### src/rtl/pwmc_pkg.sv
package pwmc_pkg;
   localparam int AW = 5;
   localparam int NCH = 4;
   localparam logic [AW-1:0] A_CTRL  = 5'd0;
   localparam logic [AW-1:0] A_PRESC = 5'd1;
   localparam logic [AW-1:0] A_CKPOL = 5'd2;
   localparam logic [AW-1:0] A_SCL_A = 5'd3;
   localparam logic [AW-1:0] A_SCL_B = 5'd4;
   localparam logic [AW-1:0] A_PER0  = 5'd8;
   localparam logic [AW-1:0] A_DUT0  = 5'd12;
   localparam logic [AW-1:0] A_CNT0  = 5'd16;
endpackage

### src/rtl/pwmc_clkgen.sv
module pwmc_clkgen #(
   parameter int PSC_W = 3,
   parameter int SCL_W = 8
) (
   input  logic             clk,
   input  logic             rst_n,
   input  logic [PSC_W-1:0] psc_a,
   input  logic [PSC_W-1:0] psc_b,
   input  logic [SCL_W-1:0] scl_a,
   input  logic [SCL_W-1:0] scl_b,
   output logic [1:0]       tick_base,
   output logic [1:0]       tick_scl
);
   localparam int DIV_W = (1 << PSC_W) - 1;
   localparam int SC_W  = SCL_W + 2;

   generate
      if (PSC_W < 1 || PSC_W > 4) begin : g_bad_psc
         $error("pwmc_clkgen: PSC_W must lie in 1..4");
      end
   endgenerate

   logic [DIV_W-1:0] div_q;

   always_ff @(posedge clk or negedge rst_n) begin
      if (!rst_n) div_q <= '0;
      else        div_q <= div_q + DIV_W'(1);
   end

   generate
      for (genvar g = 0; g < 2; g++) begin : g_grp
         logic [PSC_W-1:0] code;
         logic [SCL_W-1:0] scl;
         logic [DIV_W-1:0] mask;
         logic [SC_W-1:0]  lim;
         logic [SC_W-1:0]  sc_q;

         assign code = (g == 0) ? psc_a : psc_b;
         assign scl  = (g == 0) ? scl_a : scl_b;
         assign mask = (DIV_W'(1) << code) - DIV_W'(1);
         assign tick_base[g] = &(div_q | ~mask);
         assign lim  = {(scl == '0), scl, 1'b0} - SC_W'(1);

         always_ff @(posedge clk or negedge rst_n) begin
            if (!rst_n)            sc_q <= '0;
            else if (tick_base[g]) sc_q <= (sc_q >= lim) ? '0 : sc_q + SC_W'(1);
         end

         assign tick_scl[g] = tick_base[g] && (sc_q >= lim);

         // a scaled tick spans at least two divided ticks
         a_r3_no_back_to_back: assert property (@(posedge clk) disable iff (!rst_n)
            tick_scl[g] |=> !tick_scl[g]);
      end
   endgenerate
endmodule

### src/rtl/pwmc_chan.sv
module pwmc_chan #(
   parameter int W = 8
) (
   input  logic         clk,
   input  logic         rst_n,
   input  logic         tick,
   input  logic         run,
   input  logic         clr,
   input  logic         pol,
   input  logic [W-1:0] per_in,
   input  logic [W-1:0] dut_in,
   output logic [W-1:0] cnt,
   output logic         pwm
);
   generate
      if (W < 2) begin : g_bad_w
         $error("pwmc_chan: W must be at least 2");
      end
   endgenerate

   logic [W-1:0] per_q, dut_q;
   logic         wrap, below;

   assign wrap  = ({1'b0, cnt} + (W+1)'(1)) >= {1'b0, per_q};
   assign below = cnt < dut_q;

   always_ff @(posedge clk or negedge rst_n) begin
      if (!rst_n) begin
         cnt   <= '0;
         per_q <= '0;
         dut_q <= '0;
      end else if (!run || clr) begin
         cnt   <= '0;
         per_q <= per_in;
         dut_q <= dut_in;
      end else if (tick) begin
         if (wrap) begin
            cnt   <= '0;
            per_q <= per_in;
            dut_q <= dut_in;
         end else begin
            cnt <= cnt + W'(1);
         end
      end
   end

   assign pwm = run ? (pol ? below : !below) : !pol;

   // count stays inside the active period
   a_r4_in_range: assert property (@(posedge clk) disable iff (!rst_n)
      (per_q != '0) |-> (cnt < per_q));
   // a nonzero count came from one step or a hold
   a_r4_step: assert property (@(posedge clk) disable iff (!rst_n)
      (run && cnt != '0) |-> ($past(cnt) == cnt - W'(1) || $past(cnt) == cnt));
   // counter write clears on the following cycle
   a_r6_clr_zero: assert property (@(posedge clk) disable iff (!rst_n)
      clr |=> (cnt == '0));
endmodule

### src/rtl/pwmc_top.sv
module pwmc_top
   import pwmc_pkg::*;
#(
   parameter int DW      = 8,
   parameter int PSC_W   = 3,
   parameter int SCL_W   = 8,
   parameter int JOIN_EN = 1
) (
   input  logic          clk,
   input  logic          rst_n,
   input  logic          wr_en,
   input  logic [AW-1:0] wr_addr,
   input  logic [DW-1:0] wr_data,
   input  logic [AW-1:0] rd_addr,
   output logic [DW-1:0] rd_data,
   output logic [3:0]    pwm_out
);
   localparam int JW = 2 * DW;

   generate
      if (DW < 8)     begin : g_bad_dw  $error("pwmc_top: DW must be at least 8"); end
      if (SCL_W > DW) begin : g_bad_scl $error("pwmc_top: SCL_W must not exceed DW"); end
   endgenerate

   logic [NCH-1:0]   en_q, sel_q, pol_q;
   logic             cat_q;
   logic [PSC_W-1:0] psa_q, psb_q;
   logic [SCL_W-1:0] scl_a_q, scl_b_q;
   logic [DW-1:0]    per_q [NCH];
   logic [DW-1:0]    dut_q [NCH];

   always_ff @(posedge clk or negedge rst_n) begin
      if (!rst_n) begin
         en_q <= '0; sel_q <= '0; pol_q <= '0; cat_q <= 1'b0;
         psa_q <= '0; psb_q <= '0; scl_a_q <= '0; scl_b_q <= '0;
         for (int i = 0; i < NCH; i++) begin
            per_q[i] <= '0;
            dut_q[i] <= '0;
         end
      end else if (wr_en) begin
         if (wr_addr == A_CTRL) begin
            en_q <= wr_data[3:0];
            if (JOIN_EN != 0 && en_q[1:0] == 2'b00) cat_q <= wr_data[4];
         end
         if (wr_addr == A_PRESC) begin
            psa_q <= wr_data[PSC_W-1:0];
            psb_q <= wr_data[4 +: PSC_W];
         end
         if (wr_addr == A_CKPOL) begin
            sel_q <= wr_data[3:0];
            pol_q <= wr_data[7:4];
         end
         if (wr_addr == A_SCL_A) scl_a_q <= wr_data[SCL_W-1:0];
         if (wr_addr == A_SCL_B) scl_b_q <= wr_data[SCL_W-1:0];
         for (int i = 0; i < NCH; i++) begin
            if (wr_addr == A_PER0 + AW'(i)) per_q[i] <= wr_data;
            if (wr_addr == A_DUT0 + AW'(i)) dut_q[i] <= wr_data;
         end
      end
   end

   logic [1:0] tick_base, tick_scl;

   pwmc_clkgen #(.PSC_W(PSC_W), .SCL_W(SCL_W)) u_clkgen (
      .clk(clk), .rst_n(rst_n),
      .psc_a(psa_q), .psc_b(psb_q),
      .scl_a(scl_a_q), .scl_b(scl_b_q),
      .tick_base(tick_base), .tick_scl(tick_scl)
   );

   logic           join_on;
   logic [NCH-1:0] ch_tick, ch_run, ch_clr, ch_pwm;
   logic [DW-1:0]  ch_cnt [NCH];
   logic [JW-1:0]  j_cnt;
   logic           j_pwm;

   generate
      for (genvar i = 0; i < NCH; i++) begin : g_ch
         assign ch_tick[i] = sel_q[i] ? tick_scl[i/2] : tick_base[i/2];
         assign ch_run[i]  = en_q[i] & ~(join_on & (i < 2));
         assign ch_clr[i]  = wr_en && (wr_addr == A_CNT0 + AW'(i));
         pwmc_chan #(.W(DW)) u_chan (
            .clk(clk), .rst_n(rst_n), .tick(ch_tick[i]), .run(ch_run[i]),
            .clr(ch_clr[i]), .pol(pol_q[i]), .per_in(per_q[i]), .dut_in(dut_q[i]),
            .cnt(ch_cnt[i]), .pwm(ch_pwm[i])
         );
      end

      if (JOIN_EN != 0) begin : g_join
         assign join_on = cat_q;
         pwmc_chan #(.W(JW)) u_join (
            .clk(clk), .rst_n(rst_n), .tick(ch_tick[1]), .run(cat_q & en_q[0]),
            .clr(ch_clr[0] | ch_clr[1]), .pol(pol_q[0]),
            .per_in({per_q[0], per_q[1]}), .dut_in({dut_q[0], dut_q[1]}),
            .cnt(j_cnt), .pwm(j_pwm)
         );
      end else begin : g_nojoin
         assign join_on = 1'b0;
         assign j_cnt   = '0;
         assign j_pwm   = 1'b0;
      end
   endgenerate

   assign pwm_out = {ch_pwm[3:1], join_on ? j_pwm : ch_pwm[0]};

   always_comb begin
      rd_data = '0;
      if (rd_addr == A_CTRL)  rd_data = DW'({cat_q, en_q});
      if (rd_addr == A_PRESC) begin
         rd_data[PSC_W-1:0]  = psa_q;
         rd_data[4 +: PSC_W] = psb_q;
      end
      if (rd_addr == A_CKPOL) rd_data = DW'({pol_q, sel_q});
      if (rd_addr == A_SCL_A) rd_data = DW'(scl_a_q);
      if (rd_addr == A_SCL_B) rd_data = DW'(scl_b_q);
      for (int i = 0; i < NCH; i++) begin
         if (rd_addr == A_PER0 + AW'(i)) rd_data = per_q[i];
         if (rd_addr == A_DUT0 + AW'(i)) rd_data = dut_q[i];
         if (rd_addr == A_CNT0 + AW'(i)) begin
            if (join_on && i == 0)      rd_data = j_cnt[JW-1:DW];
            else if (join_on && i == 1) rd_data = j_cnt[DW-1:0];
            else                        rd_data = ch_cnt[i];
         end
      end
   end

   // join bit moves only when the pair was idle before the write
   a_r9_join_lock: assert property (@(posedge clk) disable iff (!rst_n)
      !$stable(cat_q) |-> ($past(en_q[1:0]) == 2'b00));
   // while joined, output 1 rests at its inactive level
   a_r8_pin1_idle: assert property (@(posedge clk) disable iff (!rst_n)
      cat_q |-> (pwm_out[1] == !pol_q[1]));
endmodule

### config.mk
export PLATFORM = sky130hd
export DESIGN_NAME = pwmc_top
export DESIGN_NICKNAME = d
export VERILOG_FILES = /design/src/rtl/pwmc_pkg.sv /design/src/rtl/pwmc_clkgen.sv /design/src/rtl/pwmc_chan.sv /design/src/rtl/pwmc_top.sv
export SDC_FILE = /design/constraint.sdc
export NUM_CORES = 1
export LEC_CHECK = 0
export BUFFER_PORTS_ARGS = -buffer_cell sky130_fd_sc_hd__buf_2
export CAP_MARGIN = 25
export CORE_ASPECT_RATIO = 1.2
export CORE_MARGIN = 2
export CORE_UTILIZATION = 33
export DETAILED_ROUTE_END_ITERATION = 7
export GPL_ROUTABILITY_DRIVEN = 0
export GPL_TIMING_DRIVEN = 0
export PLACE_DENSITY = 0.5
export SYNTH_ARGS = -nofsm -noshare
export SYNTH_HDL_FRONTEND = slang
export SYNTH_SLANG_ARGS = --single-unit
### constraint.sdc
create_clock -name clk -period 3.9 [get_ports clk]
set_input_delay 0.39 -clock clk [delete_from_list [all_inputs] [get_ports clk]]
set_output_delay 0.39 -clock clk [all_outputs]
set_load 0.02 [all_outputs]
======== After elaboration in Yosys (flattened, before gate mapping) ========
Index checks and enable logic that the tools add are counted.
word-level totals
  register bits ........................... 270
  input port bits ......................... 21
  output and inout port bits .............. 12
operators by class
  add/sub/neg operators ................... 17
  order comparisons ....................... 12
  eq/ne operators ......................... 32
  shift operators ......................... 2
  mux-type cells .......................... 82
  bitwise logic cells ..................... 9
  reduce and logical (&&, ||, !) cells .... 61
operators with widths
  kind                     number
  $mux W8                  53
  $mux W16                 9
  $eq A5 B4 Y1 const B     16
  $eq A5 B5 Y1 const B     8
  $add A8 B1 Y9 const B    4
  $ge A9 B8 Y1             4
  $reduce_and A2 Y1        18
  $add A8 B1 Y8 const B    4
  $lt A8 B8 Y1             4
  $add A10 B1 Y10 const B  2
  $eq A5 B2 Y1 const B     4
  $ge A10 B10 Y1           2
  $mux W10                 2
  $reduce_bool A2 Y1       10
  $sub A10 B1 Y10 const B  2
  $add A16 B1 Y17 const B  1
  $ge A17 B16 Y1           1
  $add A16 B1 Y16 const B  1
  $logic_not A8 Y1         2
  $lt A16 B16 Y1           1
  $mux W1                  15
  $logic_not A1 Y1         14
  $not A7 Y7               2
  $or A7 B7 Y7             2
  other kinds (16)         34

======== Longest topological paths before layout ========
  word-level depth ........................ 18
  mapped depth ............................ 14
  mapped depth without buffers ............ 13

======== Hierarchy ========
Synthesis repeated with hierarchy kept, for this count alone.
unflattened totals
  cells, all modules ...................... 1,584
  area total of the unflattened synthesis .. 17,076.4 µm²
by module, submodules not included
  module                           times used  cells an instance  area an instance (µm²)  sequential area each (µm²)
  pwmc_chan at g_ch[0].u_chan ...  4           135                1,495.2                 600.6
  pwmc_top                         1           530                5,806.8                 2,477.4
  pwmc_chan at g_join.u_join       1           288                3,146.8                 1,201.2
  pwmc_clkgen                      1           226                2,142.1                 675.6

======== Least setup slack after synthesis ========
Ideal clock, no wire load.
  kind .................................... register -> register
  start ................................... register psa_q[2]
  end ..................................... register g_ch[1].u_chan.dut_q[0]
  data arrival time ....................... 3.099 ns
  data required time ...................... 3.775 ns
  path slack .............................. 0.676 ns
  cell stages (with the launch flop) ...... 11
  path buffers ............................ 2
  path through ............................ dfrtp_1 > buf_6 > or3_4 > ha_1 > or4b_2 > a31oi_1 > a2111o_1 > nor3_4 > a21oi_4 > buf_6 > mux2_4
on the way
  longest elaborated chain between the ends .. 9
ends and longest elaborated chain
  what                            line               RTL
  from (decl)                     pwmc_top.sv:27     logic [PSC_W-1:0] psa_q, psb_q;
  from (signal assigned)          pwmc_top.sv:46     psa_q <= wr_data[PSC_W-1:0];
  $shl A1 B3 Y7 *                 pwmc_clkgen.sv:40  assign mask = (DIV_W'(1) << code) - DIV_W'(1);
  $sub A7 B2 Y7 *                 pwmc_clkgen.sv:40
  $not A7 Y7 *                    pwmc_clkgen.sv:41  assign tick_base[g] = &(div_q | ~mask);
  $or A7 B7 Y7 *                  pwmc_clkgen.sv:41
  $reduce_and A7 Y1 *             pwmc_clkgen.sv:41
  $logic_and A1 B1 Y1             pwmc_clkgen.sv:49  assign tick_scl[g] = tick_base[g] && (sc_q >= lim);
  $mux W1 *                       pwmc_top.sv:79     assign ch_tick[i] = sel_q[i] ? tick_scl[i/2] : tick_base[i/2];
  $reduce_bool A2 Y1 (no line) *  n/a
  $reduce_and A2 Y1 (no line) *   n/a
  to (signal assigned)            pwmc_chan.sv:35    dut_q <= dut_in;
  to (signal assigned)            pwmc_chan.sv:40    dut_q <= dut_in;
  to (decl)                       pwmc_chan.sv:21    logic [W-1:0] per_q, dut_q;
Every way passes the cells marked *; elsewhere a longest branch is shown, timed or not.
A chain may end at the register's enable or synchronous reset.

======== Final worst setup path ========
  start ................................... register cat_q
  end ..................................... output port rd_data[0]
on the way
  longest elaborated chain between the ends .. 11
  elaborated cells on any way between the ends .. 12
ends and longest elaborated chain
  what                    line             RTL
  from (decl)             pwmc_top.sv:26   logic cat_q;
  from (signal assigned)  pwmc_top.sv:43   if (JOIN_EN != 0 && en_q[1:0] == 2'b00) cat_q <= wr_data[4];
  $mux W8                 pwmc_top.sv:120  if (join_on && i == 0) rd_data = j_cnt[JW-1:DW];
  $mux W8                 pwmc_top.sv:119  if (rd_addr == A_CNT0 + AW'(i)) begin
  $mux W8                 pwmc_top.sv:117  if (rd_addr == A_PER0 + AW'(i)) rd_data = per_q[i];
  $mux W8                 pwmc_top.sv:118  if (rd_addr == A_DUT0 + AW'(i)) rd_data = dut_q[i];
  $mux W8 *               pwmc_top.sv:119
  $mux W8 *               pwmc_top.sv:117
  $mux W8 *               pwmc_top.sv:118
  $mux W8 *               pwmc_top.sv:119
  $mux W8 *               pwmc_top.sv:117
  $mux W8 *               pwmc_top.sv:118
  $mux W8 *               pwmc_top.sv:119
  to (decl)               pwmc_top.sv:15   output logic [DW-1:0] rd_data,
Marked as above.

==> flow_metrics.env <==
export IMPL_outcome="complete, no violations"
export IMPL_via_count=12770
export IMPL_area_growth_pct=13.47
export IMPL_layout_commonest_cell="dfrtp_1"
export IMPL_setup_tns_ps=0
export IMPL_io_buffers=29
export IMPL_syn_inst=1619
export IMPL_num_rows=90
export IMPL_grt_max_degree=109
export IMPL_drc=0
export IMPL_dp_hpwl_um=37750
export IMPL_final_cell_mix="dfrtp_1, mux2_2, inv_1"
export IMPL_antenna_found_initial=3
export IMPL_tightest_slew_ps=975.6
export IMPL_hold_class="in2reg"
export IMPL_wl_met2_um=24420
export IMPL_worstSetupEndpointType="primary output"
export IMPL_power_density_mw_per_mm2=545.2
export IMPL_cp_slowest_stage_delay_ps=490
export IMPL_synth_main_ff_cell="dfrtp_1"
export IMPL_synth_edff_count=0
export IMPL_synth_avg_cell_area_um2=10.40
export IMPL_ys_warn_count=0
export IMPL_async_flop_share_pct=100.0
export IMPL_cp_common_cell="buf_2"
export IMPL_start_util_pct=33.46
export IMPL_cp_start_kind="register"
export IMPL_fin_util_pct=37.97
export IMPL_period_needed_ps=3763
export IMPL_ant_nets=0
export IMPL_nNetsFinal=1839
export IMPL_post_route_period_util_pct=96.48
export IMPL_die_width_um=210.2
export IMPL_timing_hold_ws_ps=37.53
export IMPL_ys_seq_elements=270
export IMPL_cp_cell_sequence="buf_1 -> buf_2 -> mux2i_1 -> o2111ai_1 -> o31ai_1 -> a31oi_1 -> buf_2"
export IMPL_cts_sinks=270
export IMPL_worst_endpoint_required_ps=3510
export IMPL_die_area_mm2=0.05287
export IMPL_viasPerCell=5.400
export IMPL_worst_skew_pair_late_latency_ps=610
export IMPL_drive_above_1_share_pct=21.45
export IMPL_maxSlewHeadroom_pct=34.96
export IMPL_cts_tree="done"
export IMPL_htreeDepth=1
export IMPL_cpMaxStageDelayCell="o31ai_1"
export IMPL_clock_root_buffer="clkbuf_16"
export IMPL_cp_num_buf_inv=3
export IMPL_synth_cell_types=83
export IMPL_die_h_um=251.5
export IMPL_criticalPathCategory="reg2out"
export IMPL_final_setup_viol_count=0
export IMPL_dr_pass1_iters=6
export IMPL_cts_max_path_buffers=3
export IMPL_syn_area_mm2=0.01684
export IMPL_cts_buffers=31
export IMPL_p_leak_nw=8.719
export IMPL_yosysSeqAreaShare_pct=40.11
export IMPL_overflow=0
export IMPL_top_layer="met5"
export IMPL_skew_ps=26.38
export IMPL_cp_arrival_ps=3370
export IMPL_crit_fanout=10
export IMPL_slew_violations=0
export IMPL_nFillCells=4964
export IMPL_drtIter0Drc=1055
export IMPL_clkTransAtPathRegs_ps=60
export IMPL_synth_nets=1763
export IMPL_grt_usage_pct=19.20
export IMPL_core_area_mm2=0.05034
export IMPL_wl_met3_um=2090
export IMPL_rsz0062_at_grt="false"
export IMPL_wl_met1_um=21970
export IMPL_grt_pass1_wl_um=78340
export IMPL_io_pins=33
export IMPL_drv_cap=0
export IMPL_fmax_mhz=265.8
export IMPL_routedWlPerCell_um=21.17
export IMPL_cp_top_family="buffers and inverters"
export IMPL_max_vdd_ir_drop_v=0.0003377
export IMPL_hold_viol=0
export IMPL_grt_pass1_vias=12730
export IMPL_wirelength_um=50060
==> cell type report <==
class / count / area, µm² / share of cell area [%]
sequential: 270 / 6760 / 35.37
timing repair buffer: 46 / 326.6 / 1.709
clock buffer: 38 / 832.0 / 4.353
inverter: 128 / 480.5 / 2.514
antenna: 1 / 2.502 / 0.01309
tap: 644 / 805.8 / 4.216
clock inverter: 20 / 227.7 / 1.191
multi-input combinational: 1153 / 9355 / 48.95
buffer: 65 / 322.8 / 1.689
==> per-layer routing <==
layer  GRT usage [%]  vias to the layer above
met5               0                        -
met4           6.059                        4
met3           2.178                       88
met2           33.01                      285
met1           25.24                     6345
li1                -                     6050
==> registers in the layout, summed over array words and instances, names as in the netlist, 7 cells and up <==
name	count
g_ch.u_chan.dut_q	32
scl_a_q	8
g_join.u_join.cnt	16
u_clkgen.div_q	7
g_ch.u_chan.cnt	32
g_join.u_join.per_q	16
dut_q	32
per_q	32
g_ch.u_chan.per_q	32
g_join.u_join.dut_q	16
u_clkgen.g_grp.sc_q	20
scl_b_q	8
==> per-stage QoR <==
| step | instances | worst slack [ps] | power [mW] | cell area (µm²) |
|---|---|---|---|---|
| after CTS | 2361 | 50.29 | 10.49 | 19010 |
| after detailed placement | 2302 | -58.16 | 7.360 | 17930 |
| after floorplan | 1619 | 676.2 | 6.352 | 16840 |
| after global placement | 2292 | -2949 | 7.266 | 17790 |
| after global routing | 2365 | 1.553 | 11.13 | 19110 |
| final | 2365 | 137.5 | 10.42 | 19110 |
==> synthesized netlist by cell type (20+ instances only) <==
library cell	count	share of area, %
nor2_1	78	1.7
nand2b_1	26	0.97
mux2_2	148	9.9
ha_1	123	9.1
a31o_2	21	1.1
nand2_1	81	1.8
clkbuf_1	43	0.96
mux2i_1	23	1.4
a21o_1	24	1.1
inv_1	128	2.9
mux2_4	36	3.2
and3_1	26	0.97
o21ai_0	68	2.0
dfrtp_1	270	40
nor3_1	34	1.0
a21oi_1	49	1.5
xnor2_1	46	2.4
nor2b_1	20	0.74
nand3_1	61	1.8
==> final timing paths <==
check                                         from                       to  slack, ps  depth (start not counted)
max                                          cat_q               rd_data[0]        140                          7
min reg2reg                g_join.u_join.per_q[14]  g_join.u_join.per_q[14]        490                          1
max in group asynchronous                    rst_n     g_join.u_join.cnt[5]       2200                          4
min in group asynchronous                    rst_n        u_clkgen.div_q[2]        330                          2
min                                     wr_data[7]                 dut_q[7]         40                          2
max reg2reg                               psa_q[0]  g_ch[1].u_chan.dut_q[7]        170                         10
==> worst register-to-register path, cell delays in order (launching register included) <==
cell and delay, ps:
dfrtp_1 360, clkbuf_1 220, or3_4 390, ha_1 270
or4b_2 630, a31oi_1 190, a2111o_1 460, nor3_4 210
a21oi_4 360, buf_6 230, mux2_4 310
==> where the power goes <==
group	internal (mW)	switching [mW]
combinational	1.59	1.70
sequential	3.44	0.617
clock	1.79	1.28
==> cell families (layout without fill, tap and decap cells) <==
kind of cell             after synthesis  count (layout)  share of synthesized area (%)
AO/OA/AOI/OAI                        329             329                          14.14
XOR/XNOR                              64              64                          3.328
adder cells (fa/ha/maj)              123             123                          9.137
buffers and inverters                196             297                          4.754
flip-flops                           270             270                          40.11
multiplexers                         224             224                          15.74
other                                  0               1                              0
AND/OR/NAND/NOR                      413             413                          12.79
==> timing repair <==
item / CTS / global route
hold buffers: 1 / 0
endpoints found under the setup margin: 26 / 82
gates cloned: 0 / 0
buffers inserted: 0 / 6
gates resized for setup: 5 / 16
endpoints found under the hold margin: 57 / 0
pin swaps: 0 / 4
Power figures use the tool's default switching activity.
